<file path="src/rtl/spi_pot_port.sv">
module spi_pot_port #(
  parameter int CHANNELS = 4,
  parameter int REGS = 4,
  parameter logic [5:0] DEV_TYPE = 6'b010100,
  localparam int CW = $clog2(CHANNELS),
  localparam int RW = $clog2(REGS),
  localparam int WW = CHANNELS * 8
) (
  input  logic          clk,
  input  logic          rst,
  input  logic          sck,
  input  logic          cs_n,
  input  logic          hold_n,
  input  logic          si,
  input  logic          wp_n,
  input  logic [1:0]    strap,
  output logic          so,
  output logic          so_oe,
  output logic [WW-1:0] wiper,
  output logic          nv_wr,
  output logic [CW-1:0] nv_ch,
  output logic [RW-1:0] nv_reg,
  output logic [7:0]    nv_data
);

  typedef enum logic [1:0] {PH_ADDR, PH_INSTR, PH_DATA, PH_SKIP} phase_t;

  phase_t        phase;
  logic          sck_q, cs_q, armed, paused, rd, so_bit, so_en;
  logic [2:0]    bitcnt, obit;
  logic [7:0]    shreg, out_sr;
  logic [CW-1:0] ch;
  logic [RW-1:0] ptr;
  logic [7:0]    regs [CHANNELS*REGS];

  wire          active    = armed & ~cs_n & ~paused;
  wire          rise      = active & sck & ~sck_q;
  wire          fall      = active & ~sck & sck_q;
  wire [7:0]    rx_byte   = {shreg[6:0], si};
  wire          byte_done = rise & (bitcnt == 3'd7);
  wire [RW-1:0] ptr_nx    = ptr + 1'b1;
  wire [CW-1:0] ins_ch    = rx_byte[RW+CW-1:RW];
  wire [RW-1:0] ins_reg   = rx_byte[RW-1:0];
  wire          wr_ok     = byte_done & (phase == PH_DATA) & ~rd & ((ptr == '0) | wp_n);
  wire          nv_go     = wr_ok & (ptr != '0);
  wire          addr_hit  = (rx_byte[7:2] == DEV_TYPE) & (rx_byte[1:0] == strap);

  assign so    = so_bit;
  assign so_oe = ~cs_n & ~paused & so_en;

  for (genvar c = 0; c < CHANNELS; c++) begin : g_wiper
    assign wiper[c*8 +: 8] = regs[c*REGS];
  end

  always_ff @(posedge clk or posedge rst) begin
    if (rst) begin
      for (int i = 0; i < CHANNELS*REGS; i++) regs[i] <= '0;
    end else if (wr_ok) begin
      regs[{ch, ptr}] <= rx_byte;
    end
  end

  always_ff @(posedge clk or posedge rst) begin
    if (rst) begin
      phase   <= PH_ADDR;
      sck_q   <= 1'b0;
      cs_q    <= 1'b0;
      armed   <= 1'b0;
      paused  <= 1'b0;
      rd      <= 1'b0;
      so_bit  <= 1'b0;
      so_en   <= 1'b0;
      bitcnt  <= '0;
      obit    <= '0;
      shreg   <= '0;
      out_sr  <= '0;
      ch      <= '0;
      ptr     <= '0;
      nv_wr   <= 1'b0;
      nv_ch   <= '0;
      nv_reg  <= '0;
      nv_data <= '0;
    end else begin
      sck_q <= sck;
      cs_q  <= cs_n;
      nv_wr <= 1'b0;
      if (cs_q & ~cs_n) armed <= 1'b1;
      if (cs_n) begin
        phase  <= PH_ADDR;
        paused <= 1'b0;
        bitcnt <= '0;
        obit   <= '0;
        so_en  <= 1'b0;
      end else begin
        if (~sck) paused <= ~hold_n;
        if (rise) begin
          shreg  <= rx_byte;
          bitcnt <= bitcnt + 3'd1;
        end
        if (byte_done) begin
          case (phase)
            PH_ADDR:  phase <= addr_hit ? PH_INSTR : PH_SKIP;
            PH_INSTR: begin
              phase  <= PH_DATA;
              rd     <= rx_byte[7];
              ch     <= ins_ch;
              ptr    <= ins_reg;
              out_sr <= regs[{ins_ch, ins_reg}];
            end
            PH_DATA:  if (~rd) ptr <= ptr_nx;
            default: ;
          endcase
        end
        if (nv_go) begin
          nv_wr   <= 1'b1;
          nv_ch   <= ch;
          nv_reg  <= ptr;
          nv_data <= rx_byte;
        end
        if (fall && phase == PH_DATA && rd) begin
          so_bit <= out_sr[7];
          so_en  <= 1'b1;
          obit   <= obit + 3'd1;
          if (obit == 3'd7) begin
            out_sr <= regs[{ch, ptr_nx}];
            ptr    <= ptr_nx;
          end else begin
            out_sr <= {out_sr[6:0], 1'b0};
          end
        end
      end
    end
  end

endmodule


</file>
<file path="config.mk">
export PLATFORM = sky130hd
export DESIGN_NAME = spi_pot_port
export DESIGN_NICKNAME = d
export VERILOG_FILES = /design/src/rtl/spi_pot_port.sv
export SDC_FILE = /design/constraint.sdc
export NUM_CORES = 1
export LEC_CHECK = 0
export ABC_AREA = 1
export BUFFER_PORTS_ARGS = -buffer_cell sky130_fd_sc_hd__clkbuf_2
export CORE_MARGIN = 2
export CORE_UTILIZATION = 56
export DETAILED_ROUTE_END_ITERATION = 8
export PLACE_DENSITY = 0.77
export SLEW_MARGIN = 20
export SYNTH_ARGS = -nofsm -noshare
export SYNTH_HDL_FRONTEND = slang
export SYNTH_SLANG_ARGS = --single-unit
</file>
<file path="constraint.sdc">
create_clock -name clk -period 4.8 [get_ports clk]
set_clock_uncertainty 0.15 [all_clocks]
set_input_delay 0 -clock clk [delete_from_list [all_inputs] [get_ports clk]]
set_output_delay 0 -clock clk [all_outputs]
set_load 0.1 [all_outputs]
</file>
-- Yosys cells after proc, flatten, opt, wreduce, memory -nomap -nowiden
Cells that the tools add are included.
- flip-flop bits (word level): 175
- latch bits: 0
- RAM bits: 0
- bits in read-only memories: 0
- input bits: 9
- output and inout port bits: 47
- word-level logic and storage cells: 123
- memories: 0
- $add $sub $neg: 3
- $mul: 0
- divide/modulo/power cells: 0
- order comparisons: 4
- equality and inequality tests: 7
- shifts and indexed selects: 0
- muxes and demuxes: 32
- bitwise gates (word level): 25
- reduce and logical (&&, ||, !) cells: 18
- operator list (operator ; number):
    128-bit bitwise mux ; 1
    8-bit two-way mux ; 9
    8-bit binary-select mux with 4-bit select ; 2
    8-bit demux with 4-bit select ; 1
    1-bit bitwise AND ; 15
    5-bit greater-or-equal comparator (second input constant) ; 3
    4-bit inverter with 5-bit output ; 3
    2-bit two-way mux ; 7
    3-bit two-way mux ; 4
    2-bit nonzero test ; 6
    2-bit case mux with 2 select lines ; 2
    2-bit AND reduction ; 4
    3-bit by 1-bit adder with 3-bit output (second input constant) ; 2
    3-bit == test (second input constant) ; 2
    6-bit by 5-bit == test with 1-bit output (second input constant) ; 1
    1-bit two-way mux ; 6
    1-bit inverter ; 6
    3-bit AND reduction ; 2
    5-bit by 1-bit < comparator with 1-bit output (second input constant) ; 1
    2-bit zero test ; 2
    1-bit logical AND ; 3
    3-bit nonzero test ; 1
    2-bit by 1-bit adder with 2-bit output (second input constant) ; 1
    2-bit by 1-bit == test with 1-bit output (second input constant) ; 1
    other kinds (4) ; 4

-- Depth between registers and ports, before layout
- depth in word-level cells: 12
- gate-level depth with buffers: 14

-- Worst setup path before layout
Ideal clock, no wire load.
- path type: register to output
- from: register paused
- to: output so_oe
- arrival time: 2485 ps
- required time: 4650 ps
- slack: 2165 ps
- cell stages (with the launch flop): 2
- buffers on the path: 0
- cell sequence: dfrtp_1 > nor3_1
- cells in the longest elaborated chain, start to end: 3
- ends and longest elaborated chain (what ; line ; source):
    from (decl) ; 29 ; logic sck_q, cs_q, armed, paused, rd, so_bit, so_en;
    from (signal assigned) ; 95 ; if (~sck) paused <= ~hold_n;
    1-bit inverter ; 49 ; assign so_oe = ~cs_n & ~paused & so_en;
    1-bit bitwise AND (2 in series) ; 49 ;
    to (decl) ; 18 ; output logic so_oe,
No other way between the ends.

-- Final worst setup path
- from: register ptr[1]
- to: register out_sr[6]
- cells in the longest elaborated chain, start to end: 7
- ends and longest elaborated chain (what ; line ; source):
    from (decl) ; 33 ; logic [RW-1:0] ptr;
    from (signal assigned) ; 107 ; ptr <= ins_reg;
    from (signal assigned) ; 110 ; PH_DATA: if (~rd) ptr <= ptr_nx;
    from (signal assigned) ; 126 ; ptr <= ptr_nx;
    2-bit by 1-bit adder with 2-bit output ; 41 ; wire [RW-1:0] ptr_nx = ptr + 1'b1;
    4-bit inverter with 5-bit output (not written as such) ; 125 ; out_sr <= regs[{ch, ptr_nx}];
    8-bit binary-select mux with 4-bit select ; 125 ;
    8-bit two-way mux (not written as such) (2 in series) ; 125 ;
    8-bit two-way mux ; 124 ; if (obit == 3'd7) begin
    8-bit two-way mux ; 120 ; if (fall && phase == PH_DATA && rd) begin
    to (signal assigned) ; 108 ; out_sr <= regs[{ins_ch, ins_reg}];
    to (signal assigned) ; 125 ;
    to (signal assigned) ; 128 ; out_sr <= {out_sr[6:0], 1'b0};
    to (decl) ; 31 ; logic [7:0] shreg, out_sr;
No other way between the ends. The select of a mux whose other input is x is not followed.
A chain may end at the register's enable or synchronous reset.

==> results.md <==
- Status: complete, no violations
- First-pass GRT wire length: 44.35 mm
- Met2 wire length: 12.33 mm
- Initial antenna violation count: 0
- H-tree depth: 4
- CP max stage delay: 0.79 ns
- Vias in the first global route: 8,193
- Boundary Pins: 56
- CP startpoint kind: register
- Num CTS Buffers: 17
- Clock latency on the worst-skew pair: 0.44 ns
- Cell taking the most area after synthesis: dfrtp_1
- Post-synthesis sequential area ratio: 44.23%
- Worst EP required: 4.97 ns
- CTS root buffer: clkbuf_16
- Max_slew headroom: 24.77%
- CP Capture Type: register
- Die W: 137.0 µm
- Largest Register: regs
- Initial Util: 57.24%
- Mean Syn Cell Area: 7.663 µm²
- Final slew viol count: 0
- Final hold vios: 0
- Crit-path slowest cell: clkinv_1
- Final wirelength: 27.56 mm
- CTS tree: done
- Number of fill cells: ~1,500
- Avg WL per Cell: 18.25 µm
- Drt drc: 0
- Sink Count: 175
- Met3 wire len: 2.409 mm
- Crit-path leading delay family: buffers and inverters
- Largest net degree at the start of global routing: 176
- Area of the core: ~17,000 µm²
- Syn Nets: approximately 1,300
- Post-layout minimum cycle time: 3.088 ns
- Cells along the critical path: inv_1 > ha_1 > buf_4 > clkinv_1 > o211ai_1 > nand2_1 > nand2_1 > nand3_1 > o21ai_0 > nand3_1
- Detailed Routing Iterations Pass 1: 5
- Most common cell after layout, fill and taps aside: nand2_1
- Final Util: 61.01%
- Worst min path class: in -> reg
- Post-DP Area: approximately 9900 µm²
- Row count: 48
- Post-detailed-route count of antenna-violating nets: 0
- Min Hold Slack: 0.1067 ns
- Cells after Synth: 1,292
- Largest register FFs: 96
- Layout cell share with drive strength beyond 1: 11.44%
- Final HPWL DP: 17.51 mm
- Routed length on met1: 11.52 mm
- Mapped cell area: 9901 µm²
- Initial detailed-routing violation count: 1,118
- Synth warnings: 0
- Die Area: 18,760 µm²
- Area Overhead vs Synth: 6.584%
- Setup Buffers After CTS: 0
- ANT cells: 0
- Overflow left after global routing: 0
- Power density cells: 320.2 nW/µm²
- Clock Tree Buf Depth: 2
- I/O Buffers: 55
- Chip height: ~140 µm
- Uppermost routed layer: met4
- Vias per cell: 5.882
- Crit path buffers/inverters: 3
- RSZ-0062 raised after global routing: false
- Tcrit/Tclk final: 64.33%
- Nets: 1,292
- Setup CP Type: reg -> reg
- Area share of the largest cell type after synthesis: approximately 44%
- Synth cell types: 31
- Yosys reg bits: 175
- Total GRT Usage: 30.99%
- LEAKAGE: just over 5 nW
- Crit path max fanout: 41
- Top cells by area, synth: dfrtp_1 (44%), nand2_1 (16%), o21ai_1 (5.5%)
- Routed vias: 8,882
- Critical path arrival: ~3.3 ns
- RD Place Congestion: approximately 1
- Sum Neg Setup Slack: 0 ns
- MaxCap Viol Count: 0
- Most frequent cells in the layout: nand2_1 (421), dfrtp_1 (173), o21ai_1 (109)
- VDD IR-drop max: 0.0002548 V
- Finished Cell Area: 10,550 µm²
- Setup-failing EPs final: 0
- Worst slew pin tran: 1.127 ns
- Clock-pin slew on the worst setup and hold paths: 0.07 ns
- Power Total: between 3 and 4 mW
- Max Freq: approximately 320 MHz
## power by group
group | switching [mW] | internal [mW] | total, mW
clock network | 0.607 | 0.811 | 1.42
registers | 0.0332 | 1.49 | 1.52
logic | 0.347 | 0.0896 | 0.437
total | 0.988 | 2.39 | 3.38
## worst reg2reg max path, cell delays in order (launching register included)
cell	delay, ns
dfrtp_1	0.41
inv_1	0.10
ha_1	0.28
buf_4	0.42
clkinv_1	0.79
o211ai_1	0.35
nand2_1	0.08
nand2_1	0.07
nand3_1	0.07
o21ai_0	0.16
nand3_1	0.10
## metal layers
metal | GRT usage (%) | up-vias
li1 | - | 4147
met1 | 42.93 | 4144
met2 | 46.57 | 503
met3 | 6.148 | 88
met4 | 15.12 | 0
met5 | 0 | -
## path summary, 6_finish.rpt
check | from | end | slack (ns) | cells after the start
hold reg to reg | cs_q | armed | 0.31 | 1
setup / recovery | ptr[1] | out_sr[6] | 1.71 | 10
hold / removal | si | regs[112] | 0.11 | 3
max in group asynchronous | rst | regs[70] | 3.53 | 4
setup reg to reg | ptr[1] | out_sr[6] | 1.71 | 10
min in group asynchronous | rst | regs[84] | 0.22 | 4
## area by class of cell
type                       instances  area (µm²)  share of cell area [%]
clock buffer                      20       466.7                   4.423
clock inverter                    12       132.6                   1.257
inverter                         106       401.6                   3.806
multi-input combinational        898        4438                   42.06
sequential                       175        4382                   41.52
tap                              225       281.5                   2.668
timing repair buffer              74       450.4                   4.268
## cells in the mapped netlist, drive strengths merged
| cell | number |
|---|---|
| nand2 | 438 |
| ha | 11 |
| nor4 | 1 |
| clkbuf | 50 |
| nor2 | 50 |
| nand3 | 84 |
| buf | 63 |
| clkinv | 4 |
| dfrtp | 175 |
| a22o | 2 |
| a21oi | 28 |
| o21ai | 222 |
| xnor2 | 2 |
| a21o | 1 |
| inv | 102 |
| nand4 | 2 |
| o31ai | 2 |
| nor3 | 7 |
| o211ai | 48 |
## cell families (layout without fill, tap and decap cells)
group | after synthesis | after routing | synth area share (%)
AND/OR/NAND/NOR | 582 | 582 | 25.86
AO/OA/AOI/OAI | 303 | 303 | 17.40
flip-flops | 175 | 175 | 44.23
adder cells (fa/ha/maj) | 11 | 11 | 1.390
XOR/XNOR | 2 | 2 | 0.1770
buffers and inverters | 219 | 212 | 10.94
## per-stage QoR
stage | std cells | worst slack [ns]
2_1_floorplan | 1292 | 2.165
3_3_place_gp | 1470 | 1.903
3_5_place_dp | 1470 | 1.791
4_1_cts | 1510 | 1.802
5_1_grt | 1510 | 1.511
6_report | 1510 | 1.712
## timing repair
action | in CTS | in global routing
resized for setup | 0 | 0
endpoints found under the hold margin | 192 | 0
hold buffers | 8 | 0
Note: power is estimated with default switching activity, not from simulation.
